$ cat config.mk
export PLATFORM = sky130hd
export DESIGN_NAME = extint_noise_filter
export DESIGN_NICKNAME = d
export VERILOG_FILES = /design/src/rtl/extint_pkg.sv /design/src/rtl/extint_sync.sv /design/src/rtl/extint_glitch_filter.sv /design/src/rtl/extint_edge_det.sv /design/src/rtl/extint_noise_filter.sv
export SDC_FILE = /design/constraint.sdc
export NUM_CORES = 1
export LEC_CHECK = 0
export ABC_AREA = 1
export BUFFER_PORTS_ARGS = -buffer_cell sky130_fd_sc_hd__buf_2
export CAP_MARGIN = 10
export CORE_AREA = 2 2 39 41
export DETAILED_ROUTE_END_ITERATION = 8
export DIE_AREA = 0 0 41 43
export HOLD_SLACK_MARGIN = 0.08
export PLACE_DENSITY = 0.44
export SYNTH_ARGS = -nofsm -noshare
export SYNTH_HDL_FRONTEND = slang
export SYNTH_HIERARCHICAL = 1
export SYNTH_SLANG_ARGS = --single-unit
$ cat constraint.sdc
create_clock -name clk -period 2.4 [get_ports clk]
set_clock_uncertainty 0.2 [all_clocks]
set_input_delay 0.48 -clock clk [delete_from_list [all_inputs] [get_ports clk]]
set_output_delay 0.48 -clock clk [all_outputs]
set_load 0.01 [all_outputs]
$ cat src/rtl/extint_pkg.sv
package extint_pkg;
  typedef enum logic {
    EDGE_RISE = 1'b0,
    EDGE_FALL = 1'b1
  } edge_kind_t;
endpackage

$ cat src/rtl/extint_sync.sv
module extint_sync #(
  parameter int STAGES = 2
) (
  input  logic clk,
  input  logic rst,
  input  logic rst_val,
  input  logic d,
  output logic q
);
  logic [STAGES-1:0] sh_q;

  generate
    if (STAGES == 1) begin : g_one
      always_ff @(posedge clk) begin
        if (rst) sh_q <= rst_val;
        else     sh_q <= d;
      end
    end else begin : g_chain
      always_ff @(posedge clk) begin
        if (rst) sh_q <= {STAGES{rst_val}};
        else     sh_q <= {sh_q[STAGES-2:0], d};
      end
    end
  endgenerate

  assign q = sh_q[STAGES-1];
endmodule

$ cat src/rtl/extint_glitch_filter.sv
module extint_glitch_filter #(
  parameter int LEN = 8
) (
  input  logic clk,
  input  logic rst,
  input  logic rst_val,
  input  logic bypass,
  input  logic d,
  output logic lvl
);
  localparam int CNT_W = (LEN > 1) ? $clog2(LEN) : 1;
  localparam logic [CNT_W-1:0] CNT_MAX = CNT_W'(LEN - 1);

  logic [CNT_W-1:0] cnt_q;
  logic             lvl_q;

  always_ff @(posedge clk) begin
    if (rst) begin
      lvl_q <= rst_val;
      cnt_q <= '0;
    end else if (bypass) begin
      lvl_q <= d;
      cnt_q <= '0;
    end else if (d == lvl_q) begin
      cnt_q <= '0;
    end else if (cnt_q == CNT_MAX) begin
      lvl_q <= d;
      cnt_q <= '0;
    end else begin
      cnt_q <= cnt_q + 1'b1;
    end
  end

  assign lvl = lvl_q;

  // the counter never runs past the acceptance threshold
  p_cnt_range_r1: assert property (@(posedge clk) disable iff (rst)
    cnt_q <= CNT_MAX);

  // in filtering mode a level change only follows a full count
  p_hold_len_r2: assert property (@(posedge clk) disable iff (rst)
    ($past(!rst) && !$past(bypass) && (lvl_q != $past(lvl_q)))
      |-> ($past(cnt_q) == CNT_MAX));
endmodule

$ cat src/rtl/extint_edge_det.sv
module extint_edge_det
  import extint_pkg::*;
(
  input  logic       clk,
  input  logic       rst,
  input  logic       rst_val,
  input  edge_kind_t kind,
  input  logic       lvl,
  output logic       irq
);
  logic prev_q;
  logic irq_q;
  logic hit;

  always_comb begin
    if (kind == EDGE_FALL) hit = prev_q & ~lvl;
    else                   hit = ~prev_q & lvl;
  end

  always_ff @(posedge clk) begin
    if (rst) begin
      prev_q <= rst_val;
      irq_q  <= 1'b0;
    end else begin
      prev_q <= lvl;
      irq_q  <= hit;
    end
  end

  assign irq = irq_q;

  // a request never lasts longer than one clock
  p_single_cycle_r7: assert property (@(posedge clk) disable iff (rst)
    irq_q |=> !irq_q);
endmodule

$ cat src/rtl/extint_noise_filter.sv
module extint_noise_filter
  import extint_pkg::*;
#(
  parameter int SYNC_STAGES = 2,
  parameter int FILTER_LEN  = 8
) (
  input  logic clk,
  input  logic rst,
  input  logic pin_raw,
  input  logic edge_sel,
  input  logic nr_enable,
  input  logic lowfreq_xtal,
  output logic irq_pulse
);
  edge_kind_t kind;
  logic       idle_lvl;
  logic       bypass;
  logic       pin_sync;
  logic       filt_lvl;

  assign kind     = edge_kind_t'(edge_sel);
  assign idle_lvl = (kind == EDGE_FALL);
  assign bypass   = ~nr_enable | lowfreq_xtal;

  extint_sync #(.STAGES(SYNC_STAGES)) u_sync (
    .clk     (clk),
    .rst     (rst),
    .rst_val (idle_lvl),
    .d       (pin_raw),
    .q       (pin_sync)
  );

  extint_glitch_filter #(.LEN(FILTER_LEN)) u_filt (
    .clk     (clk),
    .rst     (rst),
    .rst_val (idle_lvl),
    .bypass  (bypass),
    .d       (pin_sync),
    .lvl     (filt_lvl)
  );

  extint_edge_det u_edge (
    .clk     (clk),
    .rst     (rst),
    .rst_val (idle_lvl),
    .kind    (kind),
    .lvl     (filt_lvl),
    .irq     (irq_pulse)
  );

  // no request in the first clock after reset
  p_reset_quiet_r8: assert property (@(posedge clk) disable iff (rst)
    $past(rst) |-> !irq_pulse);

  // a request needs a real change of the filtered level
  p_needs_change_r9: assert property (@(posedge clk) disable iff (rst)
    ($past(!rst, 1) && $past(!rst, 2) && irq_pulse)
      |-> ($past(filt_lvl, 1) != $past(filt_lvl, 2)));
endmodule

==> results.md, run 1 <==
- Leakage power: about 0.00024 µW
- Full die area: 0.00176 mm²
- Worst hold-check path type: flop to flop
- Syn Area/Cell: 7.38 µm²
- Hpwl dp: 421 µm
- GRT overflow: 0
- Post-synth top area share: 39.6%
- Via/cell ratio: 3.76
- Post-cts resize count: 0
- Non-Filler Instances: 74
- Unrepaired setup endpoints after global routing: false
- Cell count after synthesis: 48
- VDD IR max: 0.000232 V
- Antenna diode count: 0
- I/O Pins: 7
- Run status: complete, no violations
- Max capacitance violation total: 0
- Final Total Pwr: 290 µW
- Crit Path Category: flop to primary output
- CP bufs+invs: 1
- First-pass GRT wire length: 876 µm
- Worst-path clk slew: 0.06 ns
- Worst-skew pair later-pin latency: approximately 0.26 ns
- Synth Register Bits: 8
- WL per Instance: 7.15 µm
- FP Rows: 14
- Slowest-stage cell, CP: dfxtp_1
- # fillers: 153
- Slew HR: 90.7%
- Initial Util: 25.6%
- Max H-tree Level: 1
- Syn nets: 56
- Power Density: 674 mW/mm²
- Cell family with most CP delay: flip-flops
- Crit-path cells: buf_2
- Wirelength, routed: 529 µm
- Global Route Usage Sum: 7.56%
- Die Wd: 41 µm
- Synthesized area: 354 µm²
- CTS Buffer Depth: 2
- Via Count: 278
- Initial DRC Count: 6
- Setup TNS: 0 ns
- Vias in the first global route: about 240
- Design Area, Final: 430 µm²
- # hold bufs at CTS: 0
- Synth warnings: 6
- CP required: 1.72 ns
- Placed cells: 70
- Area grow syn2layout: 21.6%
- CTS root buffer: clkbuf_4
- Sequential-to-total area share from yosys stat: 48.1%
- Final setup viols: 0
- Part of the cycle the worst path needs: a little under three fifths
- Post-DRT Antenna Nets: 0
- Worst Path Max Fanout: 1
- DP Area: 404 µm²
- Postcts setup bufs: 0
- # DRC: 0
- Crit path time final: 1.36 ns
- Worst endpoint data arrival time: approximately 0.68 ns
- Worst slew pin tran: about 0.14 ns
- Sink Count: 8
- Nets@finish: 67
- Fin util: 31.1%
- Pin count of the biggest net entering global routing: 9
- Number of unique standard cell types used by synthesis: 12
- Fin. Hold Viols: 0
- # port buffers: 6
- Synth area leaders: dfxtp_1 (40%), nand2_1 (15%), inv_1 (11%)
- Fmax: between 0.7 and 0.8 GHz
- Share of cells above drive strength 1: 22.4%
- Pre-Repair DR Iteration Count: 4
- TritonCTS buffer count: 3
- Max incr delay on CP: 0.30 ns
- CTS tree: built
- Final Wtd Congestion: slightly below 0.6
- Die Y: 43 µm
- Antenna violations before repair: 0
- Slew Viols, Final: 0
- Synth area leader: dfxtp_1
- Crit end category: primary output
- Core Area: 0.00138 mm²
- Critical Path Start Type: flop
-- cells by family after synthesis --
logic type	after synthesis	synth area share [%]
compound gates	3	4.24
fa+ha+maj	2	7.07
buf+inv	12	12.7
flops	8	48.1
simple gates	23	27.9
-- worst paths after layout --
| path | start | endpoint | slack (ns) | depth (start not counted) |
|---|---|---|---|---|
| min | u_filt/cnt_q[0]$_SDFF_PP0_ | u_filt/cnt_q[0]$_SDFF_PP0_ | 0.22 | 1 |
| min reg2reg | u_filt/cnt_q[0]$_SDFF_PP0_ | u_filt/cnt_q[0]$_SDFF_PP0_ | 0.22 | 1 |
| max reg2reg | u_filt/cnt_q[0]$_SDFF_PP0_ | u_filt/lvl$_DFFE_PP_ | 1.11 | 4 |
| max | u_edge/irq$_SDFF_PP0_ | irq_pulse | 1.04 | 1 |
-- per-stage QoR --
step,worst slack (ns),hold slack (ns)
finish,1.04,0.216
CTS,1.02,0.212
detailed placement,0.950,0.213
global route,0.994,0.228
global placement,0.970,0.201
floorplan,1.08,0.196
-- synth_stat cells --
master	n
inv_1	10
ha_1	2
dfxtp_1	7
nor2_4	1
nand2_2	2
edfxtp_1	1
a21oi_1	1
inv_2	1
nand2_1	14
nor2_1	6
clkinv_1	1
o21ai_0	2
-- sequential cells by signal (all words and copies together) (netlist names) --
register,count
u_edge/irq,1
u_edge/prev_q,1
u_filt/lvl,1
u_sync/sh_q,2
u_filt/cnt_q,3
-- layout make-up --
cell class	instances	area (µm²)	area share, %
sequential	8	170	39.5
multi-input combinational	28	139	32.3
clock buffer	4	26.3	6.10
timing repair buffer	6	30.0	6.98
inverter	12	45.0	10.5
tap	16	20.0	4.65
-- power breakdown --
part | switching (µW) | total [µW] | internal [µW]
Sequential | 4.14 | 149 | 145
Clock | 46.0 | 110 | 63.6
Combinational | 18.8 | 31.3 | 12.5
-- routing by layer --
metal | vias up | GRT usage, % | share of wire (%)
met5 | - | 0 | 0
met4 | 0 | 4.00 | 0
met3 | 0 | 4.71 | 5.3
met2 | 9 | 9.69 | 44
met1 | 109 | 9.45 | 51
li1 | 160 | - | -
-- layout by cell type (no fill, tap or decap), drive strengths merged --
master  synthesis  layout
nand2          16      16
inv            11      11
dfxtp           7       7
nor2            7       7
buf             0       6
clkbuf          0       4
o21ai           2       2
ha              2       2
a21oi           1       1
clkinv          1       1
edfxtp          1       1
Note: power is estimated with default switching activity, not from simulation.
==> run 2, diff against run 1 <==
Settings changed: ABC_AREA 1 to 0, PLACE_DENSITY 0.44 to 0.43.
Clock period 2.4 ns to 1.1 ns, I/O delays scaled along.
==> run 2 against run 1 <==
  * The run now ends with negative hold slack, negative setup slack left
  * Worst setup slack worse by 1.2 ns
  * Clock-buffer cell count did not move
  * First-iteration DRC count is 100% lower
  * Sequential share of layout area fell by 2.3 points
  * Synthesized area fell by 8.5%
  * Largest cell class is now multi-input combinational cells
==> results.md, run 2 <==
- Max incr delay on CP: 0.43 ns (was 0.30 ns)
- Post-synth EDFFs: 1 (unchanged)
- Seq pwr share: 49.9% (was 51.4%)
- Cell count after synthesis: 25 (was 48)
- Hold path start: pin_raw (was u_filt/cnt_q[0]$_SDFF_PP0_)
- TritonCTS buffer count: 3 (unchanged)
- CP required: 0.87 ns (was 1.72 ns)
- Area grow syn2layout: 43.2% (was 21.6%)
- Pre-Repair DR Iteration Count: 1 (was 4)
- Largest register by flop count: u_filt/cnt_q (unchanged)
- Hold EP: u_sync/sh_q[0]$_DFF_P_ (was u_filt/cnt_q[0]$_SDFF_PP0_)
- Biggest regs: u_filt/cnt_q (3), u_sync/sh_q (2) (unchanged)
- Setup slack after layout: -0.187 ns (was 1.04 ns)
- Antenna diode count: 0 (unchanged)
- Worst hold-check path type: input pin to flop (was flop to flop)
- Antenna violations before repair: 0 (unchanged)
- Multi-input combinational cell area: 189 µm² (was 139 µm²)
- Number of unique standard cell types used by synthesis: 15 (was 12)
- Nets@finish: 47 (was 67)
- Sink Count: 8 (unchanged)
- Register Area: 173 µm² (was 170 µm²)
- Share of cells above drive strength 1: 63.2% (was 22.4%)
- Placed cells: 49 (was 70)
- CTS tree: built (unchanged)
- Synth Register Bits: 8 (unchanged)
- Max capacitance violation total: 0 (unchanged)
- GRT overflow: 0 (unchanged)
- Reg2Reg Depth: 2 (was 4)
- Reg2reg setup slack: -0.19 ns (was 1.11 ns)
- I/O Pins: 7 (unchanged)
- Top Layer Used: met4 (was met3)
- Post-DRT Antenna Nets: 0 (unchanged)
- DP Area: 417 µm² (was 404 µm²)
- Crit Path Category: flop to flop (was flop to primary output)
- Leakage power: 0.000180 µW (was 0.000238 µW)
- CTS root buffer: clkbuf_4 (unchanged)
- Met2 Wirelength: 236 µm (was 231 µm)
- Initial DRC Count: 0 (was 6)
- Pin count of the biggest net entering global routing: 7 (was 9)
- Die Wd: 41 µm (unchanged)
- Wirelength, routed: 538 µm (was 529 µm)
- Slew Viols, Final: 0 (unchanged)
- Max H-tree Level: 1 (unchanged)
- Initial Util: 23.4% (was 25.6%)
- Crit-path cells: xnor2_2, o21bai_1 (was buf_2)
- Largest register FFs: 3 (unchanged)
- Sequential-to-total area share from yosys stat: 52.5% (was 48.1%)
- Top cells by count, synth: dfxtp_1 (7), mux2_2 (3), ha_1 (2), nor4b_1 (2) (was nand2_1 (14), inv_1 (10), dfxtp_1 (7))
- Reg2reg end: u_filt/lvl$_DFFE_PP_ (unchanged)
- Synth warnings: 6 (unchanged)
- Non-Filler Instances: 54 (was 74)
- CTS Buffer Depth: 2 (unchanged)
- WL met3: 34 µm (was 28 µm)
- M1 wire length: 239 µm (was 268 µm)
- Critical Path Start Type: flop (unchanged)
- Final setup viols: 6 (was 0)
- # DRC: 0 (unchanged)
- Via/cell ratio: 4.33 (was 3.76)
- Failing checks: negative hold slack, negative setup slack
- Commonest non-fill, non-tap cells in the layout: buf_2 (6), dfxtp_1 (5), clkbuf_4 (3), buf_4 (3), mux2_2 (3) (was nand2_1 (14), inv_1 (10), dfxtp_1 (7), buf_2 (6), nor2_1 (6))
- Cell family with most CP delay: flip-flops (unchanged)
- Crit end category: flop (was primary output)
- Synth area leaders: dfxtp_1 (43%), mux2_2 (10%), edfxtp_1 (9.3%) (was dfxtp_1 (40%), nand2_1 (15%), inv_1 (11%))
- Fmax: 0.777 GHz
- Worst-skew pair later-pin latency: 0.26 ns (about the same)
- Power Density: 1420 mW/mm² (was 674 mW/mm²)
- Worst slew pin tran: 0.236 ns (was 0.140 ns)
- Die Y: 43 µm (unchanged)
- Vias in the first global route: 217 (was 239)
- Syn Area/Cell: 13.0 µm² (was 7.38 µm²)
- Slew HR: 84.1% (was 90.7%)
- First-pass GRT wire length: 876 µm (unchanged)
- WHS: -0.0112 ns (was 0.216 ns)
- Comb pwr share: 12.0% (was 10.8%)
- # port buffers: 6 (unchanged)
- Crit path time final: 1.29 ns
- Worst Path Max Fanout: 4 (was 1)
- Slowest-stage cell, CP: edfxtp_1 (was dfxtp_1)
- # fillers: 140 (was 153)
- Worst endpoint data arrival time: 1.06 ns (was 0.68 ns)
- Full die area: 0.00176 mm² (unchanged)
- Sw Pwr: 154 µW (was 68.9 µW)
- Cell internal pwr: 503 µW (was 221 µW)
- Most numerous cell in the Yosys netlist: dfxtp_1 (was nand2_1)
- Design Area, Final: 464 µm² (was 430 µm²)
- Top_reg_cell synth: dfxtp_1 (unchanged)
- Final Total Pwr: 657 µW (was 290 µW)
- FP Rows: 14 (unchanged)
- Via Count: 234 (was 278)
- WHS Path Cells: 2 (was 1)
- FF-to-FF Start: u_filt/lvl$_DFFE_PP_ (was u_filt/cnt_q[0]$_SDFF_PP0_)
- CP bufs+invs: 0 (was 1)
- Synthesized area: 324 µm² (was 354 µm²)
- Post-synth top area share: 43.2% (was 39.6%)
- Global Route Usage Sum: 8.67% (was 7.56%)
- Fin. Hold Viols: 1 (was 0)
- VDD IR max: 0.000514 V (was 0.000232 V)
- Part of the cycle the worst path needs: 117%
- Syn nets: 33 (was 56)
- Worst-path clk slew: 0.06 ns (about the same)
- WL per Instance: 9.96 µm (was 7.15 µm)
- Switching Fraction: 23.5% (was 23.8%)
- Most common cell after layout, fill and taps aside: buf_2 (was nand2_1)
- Post-synth ARST share: 0% (unchanged)
- Clock Power Share: 38.1% (was 37.8%)
- Hpwl dp: 389 µm (was 421 µm)
- Core Area: 0.00138 mm² (unchanged)
- Synth area leader: dfxtp_1 (unchanged)
- Run status: finished, violations left (was complete, no violations)
- Final Wtd Congestion: 0.771 (was 0.585)
- Unrepaired setup endpoints after global routing: true (was false)
==> run 2: cell types whose count changed in the layout (fill, tap and decap cells not counted), moves of 3 or more <==
cell,before,now
buf_4,0,3
inv_1,10,0
nand2_1,14,0
nor2_1,6,0
mux2_2,0,3
==> run 2: cell type report <==
type / instances / share of cell area, %
repair buffers: 9 / 11.3
multi-input cells: 16 / 40.7
well taps: 16 / 4.31
inverters: 1 / 0.809
clock buffers: 4 / 5.66
flip-flops and latches: 8 / 37.2
==> run 2: per-layer routing <==
metal	up-vias	track usage, %
met5	-	0
met4	0	12.0
met3	4	4.71
met2	8	9.06
met1	104	9.77
li1	118	-
==> run 2: stage by stage <==
stage               hold slack [ns]  setup slack (ns)  utilization, %  setup TNS, ns
floorplan                    0.0824            -0.133               -         -0.300
global placement              0.228            -0.188            30.1         -0.709
detailed placement            0.227            -0.202            30.1         -0.742
CTS                         -0.0158            -0.180            32.5         -0.796
global route                -0.0131            -0.217            33.5          -1.05
finish                      -0.0112            -0.187            33.5         -0.755
==> run 2: how the worst max path moves through the flow <==
stage               cells past startpoint                    to                       start  slack, ns
CTS                                     4  u_filt/lvl$_DFFE_PP_  u_filt/cnt_q[0]$_SDFF_PP0_      -0.18
floorplan                               4  u_filt/lvl$_DFFE_PP_  u_filt/cnt_q[1]$_SDFF_PP0_      -0.13
finish                                  2  u_filt/lvl$_DFFE_PP_        u_filt/lvl$_DFFE_PP_      -0.19
global route                            2  u_filt/lvl$_DFFE_PP_        u_filt/lvl$_DFFE_PP_      -0.22
detailed placement                      2  u_filt/lvl$_DFFE_PP_        u_filt/lvl$_DFFE_PP_      -0.20
global placement                        2  u_filt/lvl$_DFFE_PP_        u_filt/lvl$_DFFE_PP_      -0.19
==> run 2: worst reg2reg max path, stage by stage, from the launching register on <==
cell and delay [ns]:
edfxtp_1 0.43, xnor2_2 0.20, o21bai_1 0.17
==> run 2: cell families after synthesis <==
family,Yosys count,synth area share [%]
AO/OA/AOI/OAI,2,5.02
buffers and inverters,1,1.16
adder cells (fa/ha/maj),2,7.72
flip-flops,8,52.5
XOR/XNOR,1,2.70
multiplexers,4,13.9
AND/OR/NAND/NOR,7,17.0
==> run 2: what timing repair did <==
| item | in CTS | in global routing |
|---|---|---|
| pin swaps | 0 | 1 |
| gates cloned | 0 | 0 |
| endpoints found under the hold margin | 3 | 1 |
| endpoints found under the setup margin | 7 | 7 |
| gates resized for setup | 1 | 1 |
| setup buffers | 0 | 1 |
==> run 2: power by group through the flow <==
stage,combinational (µW),sequential [µW],clock [µW]
after floorplan,38.0,332,0
after global placement,67.6,332,0
after detailed placement,70.2,332,0
after CTS,74.9,328,259
after global routing,88.2,330,277
final,79.1,328,251
